**src/rtl/fpcsr_pkg.sv**
```systemverilog
package fpcsr_pkg;
  localparam int XLEN   = 32;
  localparam int FLAG_W = 5;
  localparam int RM_W   = 3;
  localparam int ACC_W  = 3;
  localparam int N_MODE = 1 << (ACC_W - 1);

  typedef enum logic [1:0] {
    VIEW_FULL  = 2'b00,
    VIEW_RM    = 2'b01,
    VIEW_FLAGS = 2'b10,
    VIEW_NONE  = 2'b11
  } csr_view_e;

  localparam logic [RM_W-1:0] RM_DYN = 3'b111;
endpackage

```
**src/rtl/fpcsr_state.sv**
```systemverilog
module fpcsr_state
  import fpcsr_pkg::*;
(
  input  logic              clk_i,
  input  logic              rst_ni,
  input  logic              we_i,
  input  logic [1:0]        view_i,
  input  logic [XLEN-1:0]   wdata_i,
  input  logic              acc_valid_i,
  input  logic [FLAG_W-1:0] acc_flags_i,
  output logic [FLAG_W-1:0] flags_o,
  output logic [RM_W-1:0]   rm_o,
  output logic [ACC_W-1:0]  acc_o
);
  logic [FLAG_W-1:0] flags_q;
  logic [RM_W-1:0]   rm_q;
  logic [ACC_W-1:0]  acc_q;
  logic wr_full, wr_rm, wr_flags;

  assign wr_full  = we_i && (view_i == VIEW_FULL);
  assign wr_rm    = we_i && (view_i == VIEW_RM);
  assign wr_flags = we_i && (view_i == VIEW_FLAGS);

  always_ff @(posedge clk_i or negedge rst_ni) begin
    if (!rst_ni) begin
      flags_q <= '0;
      rm_q    <= '0;
      acc_q   <= '0;
    end else begin
      // CSR write to the flags beats accrual
      if (wr_full || wr_flags)  flags_q <= wdata_i[FLAG_W-1:0];
      else if (acc_valid_i)     flags_q <= flags_q | acc_flags_i;
      if (wr_full)              rm_q <= wdata_i[FLAG_W +: RM_W];
      else if (wr_rm)           rm_q <= wdata_i[RM_W-1:0];
      if (wr_full)              acc_q <= wdata_i[FLAG_W+RM_W +: ACC_W];
    end
  end

  assign flags_o = flags_q;
  assign rm_o    = rm_q;
  assign acc_o   = acc_q;

  p_sticky_flags_r4: assert property (@(posedge clk_i) disable iff (!rst_ni)
    !(wr_full || wr_flags) |=> ((flags_q & $past(flags_q)) == $past(flags_q)));
  p_write_prio_r5: assert property (@(posedge clk_i) disable iff (!rst_ni)
    (wr_full || wr_flags) |=> (flags_q == $past(wdata_i[FLAG_W-1:0])));
  p_rm_hold_r3: assert property (@(posedge clk_i) disable iff (!rst_ni)
    !(wr_full || wr_rm) |=> $stable(rm_q));
  p_acc_hold_r3: assert property (@(posedge clk_i) disable iff (!rst_ni)
    !wr_full |=> $stable(acc_q));
endmodule

```
**src/rtl/fpcsr_acc_cover.sv**
```systemverilog
module fpcsr_acc_cover
  import fpcsr_pkg::*;
#(
  parameter int N_CLASS = 4,
  parameter logic [N_CLASS*N_MODE-1:0] ACC_SUPPORT = 16'h9453,
  localparam int CLS_W = $clog2(N_CLASS)
) (
  input  logic [ACC_W-1:0] acc_i,
  input  logic [CLS_W-1:0] cls_i,
  output logic             ok_o
);
  // cov[c][m]: class c can serve mode m with mode m or a more accurate one
  logic [N_CLASS-1:0][N_MODE-1:0] cov;

  for (genvar c = 0; c < N_CLASS; c++) begin : g_cls
    logic [N_MODE-1:0] cov_c;
    always_comb begin
      cov_c = '0;
      for (int k = 0; k < N_MODE; k++) begin
        if (ACC_SUPPORT[c*N_MODE+k]) begin
          for (int m = k; m < N_MODE; m++) cov_c[m] = 1'b1;
        end
      end
    end
    assign cov[c] = cov_c;
  end

  // odd codes are unlisted and never served
  assign ok_o = !acc_i[0] && cov[cls_i][acc_i[ACC_W-1:1]];
endmodule

```
**src/rtl/fpcsr_check.sv**
```systemverilog
module fpcsr_check
  import fpcsr_pkg::*;
#(
  parameter int N_CLASS = 4,
  parameter logic [N_CLASS*N_MODE-1:0] ACC_SUPPORT = 16'h9453,
  localparam int CLS_W = $clog2(N_CLASS)
) (
  input  logic             clk_i,
  input  logic             rst_ni,
  input  logic [RM_W-1:0]  dyn_rm_i,
  input  logic [ACC_W-1:0] acc_i,
  input  logic [RM_W-1:0]  inst_rm_i,
  input  logic [CLS_W-1:0] cls_i,
  output logic [RM_W-1:0]  rm_o,
  output logic [ACC_W-1:0] acc_o,
  output logic             trap_o
);
  logic acc_ok, rm_bad;

  fpcsr_acc_cover #(.N_CLASS(N_CLASS), .ACC_SUPPORT(ACC_SUPPORT)) u_cover (
    .acc_i (acc_i),
    .cls_i (cls_i),
    .ok_o  (acc_ok)
  );

  assign rm_o   = (inst_rm_i == RM_DYN) ? dyn_rm_i : inst_rm_i;
  assign rm_bad = (rm_o > 3'b100);
  assign acc_o  = acc_i;
  assign trap_o = rm_bad || !acc_ok;

  p_odd_acc_trap_r8: assert property (@(posedge clk_i) disable iff (!rst_ni)
    acc_i[0] |-> trap_o);
  p_bad_rm_trap_r7: assert property (@(posedge clk_i) disable iff (!rst_ni)
    ((inst_rm_i == RM_DYN) && (dyn_rm_i > 3'b100)) |-> trap_o);
  p_default_ok_r10: assert property (@(posedge clk_i) disable iff (!rst_ni)
    ((acc_i == 3'b000) && (inst_rm_i == 3'b000) && (cls_i == '0)
     && ACC_SUPPORT[0]) |-> !trap_o);
endmodule

```
**src/rtl/fp_ctrl_csr.sv**
```systemverilog
module fp_ctrl_csr
  import fpcsr_pkg::*;
#(
  parameter int N_CLASS = 4,
  parameter logic [N_CLASS*N_MODE-1:0] ACC_SUPPORT = 16'h9453,
  localparam int CLS_W = $clog2(N_CLASS)
) (
  input  logic              clk_i,
  input  logic              rst_ni,
  input  logic              csr_we_i,
  input  logic [1:0]        csr_view_i,
  input  logic [XLEN-1:0]   csr_wdata_i,
  output logic [XLEN-1:0]   csr_rdata_o,
  input  logic              acc_valid_i,
  input  logic [FLAG_W-1:0] acc_flags_i,
  input  logic [RM_W-1:0]   chk_rm_i,
  input  logic [CLS_W-1:0]  chk_class_i,
  output logic [RM_W-1:0]   chk_rm_o,
  output logic [ACC_W-1:0]  chk_acc_o,
  output logic              chk_trap_o
);
  logic [FLAG_W-1:0] flags;
  logic [RM_W-1:0]   rm;
  logic [ACC_W-1:0]  acc, acc_rd;

  fpcsr_state u_state (
    .clk_i       (clk_i),
    .rst_ni      (rst_ni),
    .we_i        (csr_we_i),
    .view_i      (csr_view_i),
    .wdata_i     (csr_wdata_i),
    .acc_valid_i (acc_valid_i),
    .acc_flags_i (acc_flags_i),
    .flags_o     (flags),
    .rm_o        (rm),
    .acc_o       (acc)
  );

  fpcsr_check #(.N_CLASS(N_CLASS), .ACC_SUPPORT(ACC_SUPPORT)) u_check (
    .clk_i     (clk_i),
    .rst_ni    (rst_ni),
    .dyn_rm_i  (rm),
    .acc_i     (acc),
    .inst_rm_i (chk_rm_i),
    .cls_i     (chk_class_i),
    .rm_o      (chk_rm_o),
    .acc_o     (chk_acc_o),
    .trap_o    (chk_trap_o)
  );

  assign acc_rd = acc[0] ? '0 : acc;

  always_comb begin
    csr_rdata_o = '0;
    unique case (csr_view_i)
      VIEW_FULL:  csr_rdata_o[FLAG_W+RM_W+ACC_W-1:0] = {acc_rd, rm, flags};
      VIEW_RM:    csr_rdata_o[RM_W-1:0] = rm;
      VIEW_FLAGS: csr_rdata_o[FLAG_W-1:0] = flags;
      default:    csr_rdata_o = '0;
    endcase
  end

  p_reserved_zero_r2: assert property (@(posedge clk_i) disable iff (!rst_ni)
    csr_rdata_o[XLEN-1:FLAG_W+RM_W+ACC_W] == '0);
  p_dyn_select_r6: assert property (@(posedge clk_i) disable iff (!rst_ni)
    (chk_rm_i == RM_DYN) |-> (chk_rm_o == csr_rdata_o[FLAG_W +: RM_W]
                              || csr_view_i != VIEW_FULL));
  p_acc_report_r10: assert property (@(posedge clk_i) disable iff (!rst_ni)
    !chk_acc_o[0] && (csr_view_i == VIEW_FULL)
      |-> (chk_acc_o == csr_rdata_o[FLAG_W+RM_W +: ACC_W]));
endmodule

```
**config.mk**
```make
export PLATFORM = sky130hd
export DESIGN_NAME = fp_ctrl_csr
export DESIGN_NICKNAME = d
export VERILOG_FILES = /design/src/rtl/fpcsr_pkg.sv /design/src/rtl/fpcsr_state.sv /design/src/rtl/fpcsr_acc_cover.sv /design/src/rtl/fpcsr_check.sv /design/src/rtl/fp_ctrl_csr.sv
export SDC_FILE = /design/constraint.sdc
export NUM_CORES = 1
export LEC_CHECK = 0
export ABC_AREA = 1
export BUFFER_PORTS_ARGS = -buffer_cell sky130_fd_sc_hd__buf_4
export CAP_MARGIN = 20
export CORE_UTILIZATION = 37
export DETAILED_ROUTE_END_ITERATION = 10
export GPL_TIMING_DRIVEN = 0
export PLACE_DENSITY = 0.88
export SETUP_SLACK_MARGIN = 0.05
export SYNTH_ARGS = -nofsm -noshare
export SYNTH_HDL_FRONTEND = slang
export SYNTH_SLANG_ARGS = --single-unit
```
**constraint.sdc**
```tcl
create_clock -name clk_i -period 1.8 [get_ports clk_i]
set_clock_uncertainty 0.1 [all_clocks]
set_input_delay 0.54 -clock clk_i [delete_from_list [all_inputs] [get_ports clk_i]]
set_output_delay 0.54 -clock clk_i [all_outputs]
set_load 0.05 [all_outputs]
```
==> results of run 1 <==
-- cells in the mapped netlist --
library cell   n  area [µm²]
nand4_1        3       18.77
o21ai_0        8       40.04
nor3_1         1       5.000
nand2_1       26       97.59
inv_1         11       41.29
buf_4         22       165.2
a31oi_1        1       6.260
o21ai_1        1       5.000
a21oi_1        5       25.02
nor2_4         1       11.26
nand3_1       10       50.05
nand2_4        2       22.52
dfrtp_1       11       275.3
conb_1         1       3.750
o21a_1         1       7.510
buf_6          1       11.26
nor2_1         6       22.52
inv_2          2       7.510
-- critical path, delay by kind of cell (launching register included) --
| kind | cells | cell delay (ns) |
|---|---|---|
| flops | 1 | 0.40 |
| buf+inv | 2 | 0.24 |
| simple gates | 5 | 0.36 |
-- what timing repair did --
| item | 4_1_cts | 5_1_grt |
|---|---|---|
| cloned | 0 | 0 |
| endpoints found under the setup margin | 11 | 12 |
| pin swaps | 6 | 4 |
| setup buffers | 6 | 3 |
| endpoints found under the hold margin | 11 | 0 |
| hold buffers | 1 | 0 |
| resized for setup | 34 | 6 |
-- how the worst min path moves through the flow --
stage          slack [ns]  cells past startpoint           start                             end
2_1_floorplan        0.14                      0          rst_ni    u_state.acc_o[0]$_DFFE_PN0P_
3_3_place_gp         0.28                      1          rst_ni  u_state.flags_o[2]$_DFFE_PN0P_
3_5_place_dp         0.28                      1          rst_ni     u_state.rm_o[2]$_DFFE_PN0P_
4_1_cts              0.36                      3  csr_wdata_i[9]    u_state.acc_o[1]$_DFFE_PN0P_
5_1_grt              0.38                      3  csr_wdata_i[9]    u_state.acc_o[1]$_DFFE_PN0P_
6_report             0.36                      3  csr_wdata_i[9]    u_state.acc_o[1]$_DFFE_PN0P_
-- cell type report --
type / instances / area (µm²)
Sequential cell: 11 / 277.8
Timing Repair Buffer: 52 / 457.9
Fill cell: 119 / 455.4
Multi-Input combinational cell: 87 / 529.3
Clock buffer: 4 / 26.28
Buffer: 23 / 185.2
Inverter: 13 / 56.30
Tap cell: 27 / 33.78
-- where the power goes --
group	internal (mW)	switching, mW	leakage, nW
registers	0.288	0.0375	0.128
logic	0.242	0.426	0.693
clock network	0.0859	0.0850	0.0150
-- cells by family after synthesis --
family / synth area share
compound gates: 0.1028
buf+inv: 0.2761
flops: 0.3374
simple gates: 0.2791
other cells: 0.004597
-- registers in the layout, indices dropped and copies added (netlist names) --
register / flops
u_state.acc_o: 3
u_state.rm_o: 3
u_state.flags_o: 5
-- through the flow --
stage / instances / util / setup slack (ns) / TNS, ns / total power, mW
final: 217 / 0.7748 / -0.09624 / -0.1698 / 1.165
after global placement: 203 / 0.6559 / -0.1740 / -0.8323 / 0.8695
after CTS: 214 / 0.7525 / -0.05843 / -0.09843 / 1.129
after detailed placement: 203 / 0.6559 / -0.2488 / -1.062 / 0.8827
after global routing: 217 / 0.7748 / -0.1315 / -0.4208 / 1.214
after floorplan: 134 / - / -0.1639 / -0.8977 / 0.7366
-- per-layer routing --
layer  GRT usage  vias to the layer above  share of wire
met2      0.4745                       56           0.54
met4      0.1961                        0          0.056
li1            -                      472              -
met3     0.01558                       15          0.041
met5           0                        -              0
met1      0.2233                      466           0.36
==> results.md, run 1 <==
- Failing checks: negative setup slack
- RR Endpoint: u_state.rm_o[0]$_DFFE_PN0P_
- Vias in the first global route: 960
- Maximum buffer depth of the clock tree: 2
- Status: finished with violations
- Worst Hold Slack: between 0.3 and 0.4 ns
- Vias/cell: between 4 and 5
- Distinct cells, synth: 18
- Routed wire length: around 3000 µm
- ANT nets after route: 0
- Max Freq: 527.4 MHz
- DIE WIDTH: 48.96 µm
- Crit path arrival time: 1.26 ns
- Site row count: 16
- Die Y: between 40 and 50 µm
- Clk_lat worst skew: about 0.27 ns
- TritonCTS clock tree: built
- Pre-antenna DRT Iters: 4
- Starting DRC count in detailed routing: 24
- Final cycle utilization of the critical path: 1.053
- Global-route wire length before repair: 4257 µm
- Final Cell Area: around 0.0016 mm²
- Setup violations, final: 5
- Worst path max stage delay: 0.40 ns
- Vias: between 1,000 and 1,500
- Crit-path cells: inv_2 > nand3_2 > nand2_2 > nand2_2 > nand2_2 > nand2_4 > buf_8
- Hold WC Path Type: primary input to flop
- DRC: 0
- Fin nets: between 200 and 250
- Clock sinks: 11
- Slowest cell on crit path: dfrtp_1
- Port bufs: 42
- Area Growth Syn to Fin: 92.02%
- Core area: 0.002022 mm²
- I/O pins: 87
- YS warnings: 0
- Seq/Total Area, Yosys: 0.3374
- Die area: roughly 0.0024 mm²
- Layout cells sized above 1: 0.5737
- Initial antenna violation count: 0
- Final hold vios: 0
- Startpoint Class: flop
- Initial Util: 0.4035
- Max VDD drop: roughly 0.48 mV
- Cts bufs inserted: 3
- Grt ovf: 0
- Post-layout min period: about 1.9 ns
- Crit path to: chk_trap_o
- WL/cell: approximately 14 µm
- Cell mode on critical path: nand2_2
- GRT Overall Usage: 0.2411
- Most common cell after layout, fill and taps aside: buf_4
- Post-synthesis register bit count: 11
- WP data required: between 1 and 1.5 ns
- Crit path from: u_state.rm_o[0]$_DFFE_PN0P_
- FF-to-FF Start: u_state.rm_o[0]$_DFFE_PN0P_
- CTS H-Tree Depth: 1
- GP Congestion: ~0.75
- Mapped cell area: between 800 and 900 µm²
- R2R depth: 4
- Pwr per Cell Area: approximately 740 mW/mm²
- HPWL after detailed placement: 1818 µm
- Crit end category: output pin
- Largest net degree at the start of global routing: 12
- CP max FO: 2
- Root Driver: clkbuf_4
- RSZ-0062 raised after global routing: yes
- Kind of critical path: flop to output pin
- Avg Cell Area, Syn: 7.219 µm²
- Highest-count cells in the layout ignoring fill and taps: buf_4, conb_1, nand2_1
- Slew Limit Fails: 0
- Clock transition at the registers of the reported paths: approximately 0.07 ns
- Synth Instances: approximately 110
- Max-cap violation count: 0
- Lkg Pwr: about 0.84 nW
- ANT cells: 0
- Min setup slack post-route: -0.09624 ns
- Post-DP Area: 0.001326 mm²
- R2R Setup Slk: 0.80 ns
(Power assumes the default switching activity.)
==> run 2, diff against run 1 <==
- CELL_PAD_IN_SITES_DETAIL_PLACEMENT: default -> 0
- CELL_PAD_IN_SITES_GLOBAL_PLACEMENT: default -> 2
- CORE_UTILIZATION: 37 -> 16
- PLACE_DENSITY: 0.88 -> 0.85
==> run 2 against run 1 <==
Net effect: largest power group unchanged; maximum frequency up 4.6%; highest routed layer unchanged; largest cell class unchanged; sequential power about the same; power grew 3.0%; register-to-register slack gained 0.14 ns; the flow still finishes with violations (negative setup slack); global-route usage shrank 16 points; clock-buffer cell count stayed put; sequential share of layout area is 0.63 points lower.
==> results.md, run 2 (synthesis results as in run 1) <==
- Failing checks: negative setup slack
- Clk_lat worst skew: 0.23 ns (-0.04 ns)
- Grt met2 use: 0.1461 (-0.3284)
- Initial antenna violation count: 0 (unchanged)
- Status: finished with violations
- Most common cell after layout, fill and taps aside: buf_4
- Core area: 0.004817 mm² (+140%)
- Max Freq: 551.5 MHz (+4.6%)
- Area Growth Syn to Fin: 99.08%
- Pwr per Cell Area: 738.4 mW/mm² (-0.69%)
- Placed cell count: 243 (+20%)
- Part of the power in the clock network: 0.203 (+0.056)
- Kind of critical path: primary input to output pin
- Layout cells sized above 1: 0.5842 (+0.01053)
- Post-layout min period: 1.813 ns (-0.08293 ns)
- Setup violations, final: 2 (-3)
- TritonCTS clock tree: built
- Root Driver: clkbuf_8
- Highest-count cells in the layout ignoring fill and taps: buf_4, conb_1, nand2_1
- ANT cells: 0 (unchanged)
- Die area: 0.005388 mm² (+120%)
- GP Congestion: 0.7057 (-5.5%)
- CP max FO: 5 (+3)
- Crit path arrival time: 1.17 ns (-0.09 ns)
- Post-CTS Hold Buffers: 0 (-1)
- Hold WC Path Type: primary input to asynchronous set/reset pin
- Int Power: 0.6744 mW (+9.5%)
- Initial Util: 0.1694 (-0.2341)
- Clock sinks: 11 (unchanged)
- Routing usage on met3: 0.02332 (+0.007743)
- WP data required: 1.16 ns (about the same)
- M1 GR Usage: 0.09425 (-0.1291)
- CTS H-Tree Depth: 1 (unchanged)
- R2R Setup Slk: 0.94 ns (+0.14 ns)
- Port bufs: 42 (unchanged)
- HPWL after detailed placement: 1867 µm (+2.7%)
- Final hold vios: 0 (unchanged)
- Switching share of total power: 0.4376 (-0.03335)
- Largest net degree at the start of global routing: 12 (unchanged)
- DRC: 0 (unchanged)
- Grt ovf: 0 (unchanged)
- Lkg Pwr: 0.8555 nW (+2.3%)
- Max VDD drop: 0.2148 mV (-55%)
- Fin nets: 239 (unchanged)
- R2R depth: 2 (-2)
- NetSw: 0.5248 mW (-4.3%)
- RSZ-0062 raised after global routing: yes
- Maximum buffer depth of the clock tree: 2 (unchanged)
- Crit end category: output pin
- Final Util: 0.3371 (-0.4376)
- Sequential share of power: 0.274 (-0.006)
- Startpoint Class: primary input
- Final cell count without fillers: 257 (+18%)
- Comb power frac: 0.523 (-0.051)
- Vias: 886 (-12%)
- Routed wire length: 2299 µm (-23%)
- Pre-antenna DRT Iters: 3 (-1)
- Min setup slack post-route: -0.01330 ns (+0.08293 ns)
- Die Y: 73.41 µm (+50%)
- Vias in the first global route: 771 (-20%)
- DIE WIDTH: 73.41 µm (+50%)
- Cts bufs inserted: 3 (unchanged)
- WL/cell: 8.946 µm (-35%)
- Max reg flops: 5 (unchanged)
- Starting DRC count in detailed routing: 22 (-8.3%)
- Vias/cell: 3.447 (-26%)
- GRT Overall Usage: 0.08451 (-0.1566)
- Global-route wire length before repair: 3477 µm (-18%)
- Final cycle utilization of the critical path: 1.007 (-0.04607)
- ANT nets after route: 0 (unchanged)
- Clock transition at the registers of the reported paths: 0.05 ns (-0.02 ns)
- Layout fillers: 541 (+350%)
- I/O pins: 87 (unchanged)
- Max-cap violation count: 0 (unchanged)
- Site row count: 25 (+9)
- Slew Limit Fails: 0 (unchanged)
- Busiest grt layer: met2
-- run 2: final cells by class --
type | count | area [µm²] | share of cell area
clock buffer | 4 | 45.04 | 0.02773
buffer | 23 | 185.2 | 0.1140
sequential | 11 | 277.8 | 0.1710
multi-input combinational | 87 | 530.5 | 0.3267
inverter | 13 | 58.81 | 0.03621
timing repair buffer | 52 | 442.9 | 0.2727
tap | 67 | 83.83 | 0.05162
-- run 2: path summary, 6_finish.rpt --
check,from,endpoint
worst min register to register,u_state.acc_o[1]$_DFFE_PN0P_,u_state.acc_o[1]$_DFFE_PN0P_
worst max-delay path,csr_view_i[0],csr_rdata_o[6]
min in group clk_i,csr_wdata_i[9],u_state.acc_o[1]$_DFFE_PN0P_
max in group asynchronous,rst_ni,u_state.acc_o[0]$_DFFE_PN0P_
worst max register to register,u_state.acc_o[2]$_DFFE_PN0P_,u_state.acc_o[2]$_DFFE_PN0P_
worst min-delay path,rst_ni,u_state.acc_o[2]$_DFFE_PN0P_
-- run 2: worst max-delay path, stage by stage --
cell and delay, ns:
buf_12 0.11, nor2_4 0.15, inv_4 0.07, nor2_2 0.12, buf_6 0.17
-- run 2: what timing repair did --
action,CTS,global route
setup endpoints to repair,11,10
pin swaps,1,6
gates cloned,0,0
setup buffers,6,4
resized for setup,21,18
-- run 2: metrics by stage --
stage	power [mW]	setup WS, ns	setup TNS, ns	area (µm²)	hold WS (ns)
2_1_floorplan	0.7366	-0.1639	-0.8977	977.2	0.1444
3_3_place_gp	0.8782	-0.1851	-1.070	1376	0.2853
3_5_place_dp	0.8817	-0.2030	-1.102	1376	0.2822
4_1_cts	1.178	-0.01608	-0.02065	1535	0.02815
5_1_grt	1.258	-0.06022	-0.2563	1624	0.03972
6_report	1.199	-0.01330	-0.02212	1624	0.02961
-- run 2: power groups by stage --
stage               logic, mW  clock network [mW]  registers (mW)
floorplan               0.380                   0           0.356
global placement        0.553                   0           0.325
detailed placement      0.556                   0           0.325
CTS                     0.601               0.253           0.324
global route            0.667               0.258           0.333
finish                  0.627               0.243           0.329
-- run 2: per-layer routing --
layer	share of wire	wire length (µm)
met5	0	0
met4	0.011	25
met3	0.085	195
met2	0.53	1220
met1	0.37	858
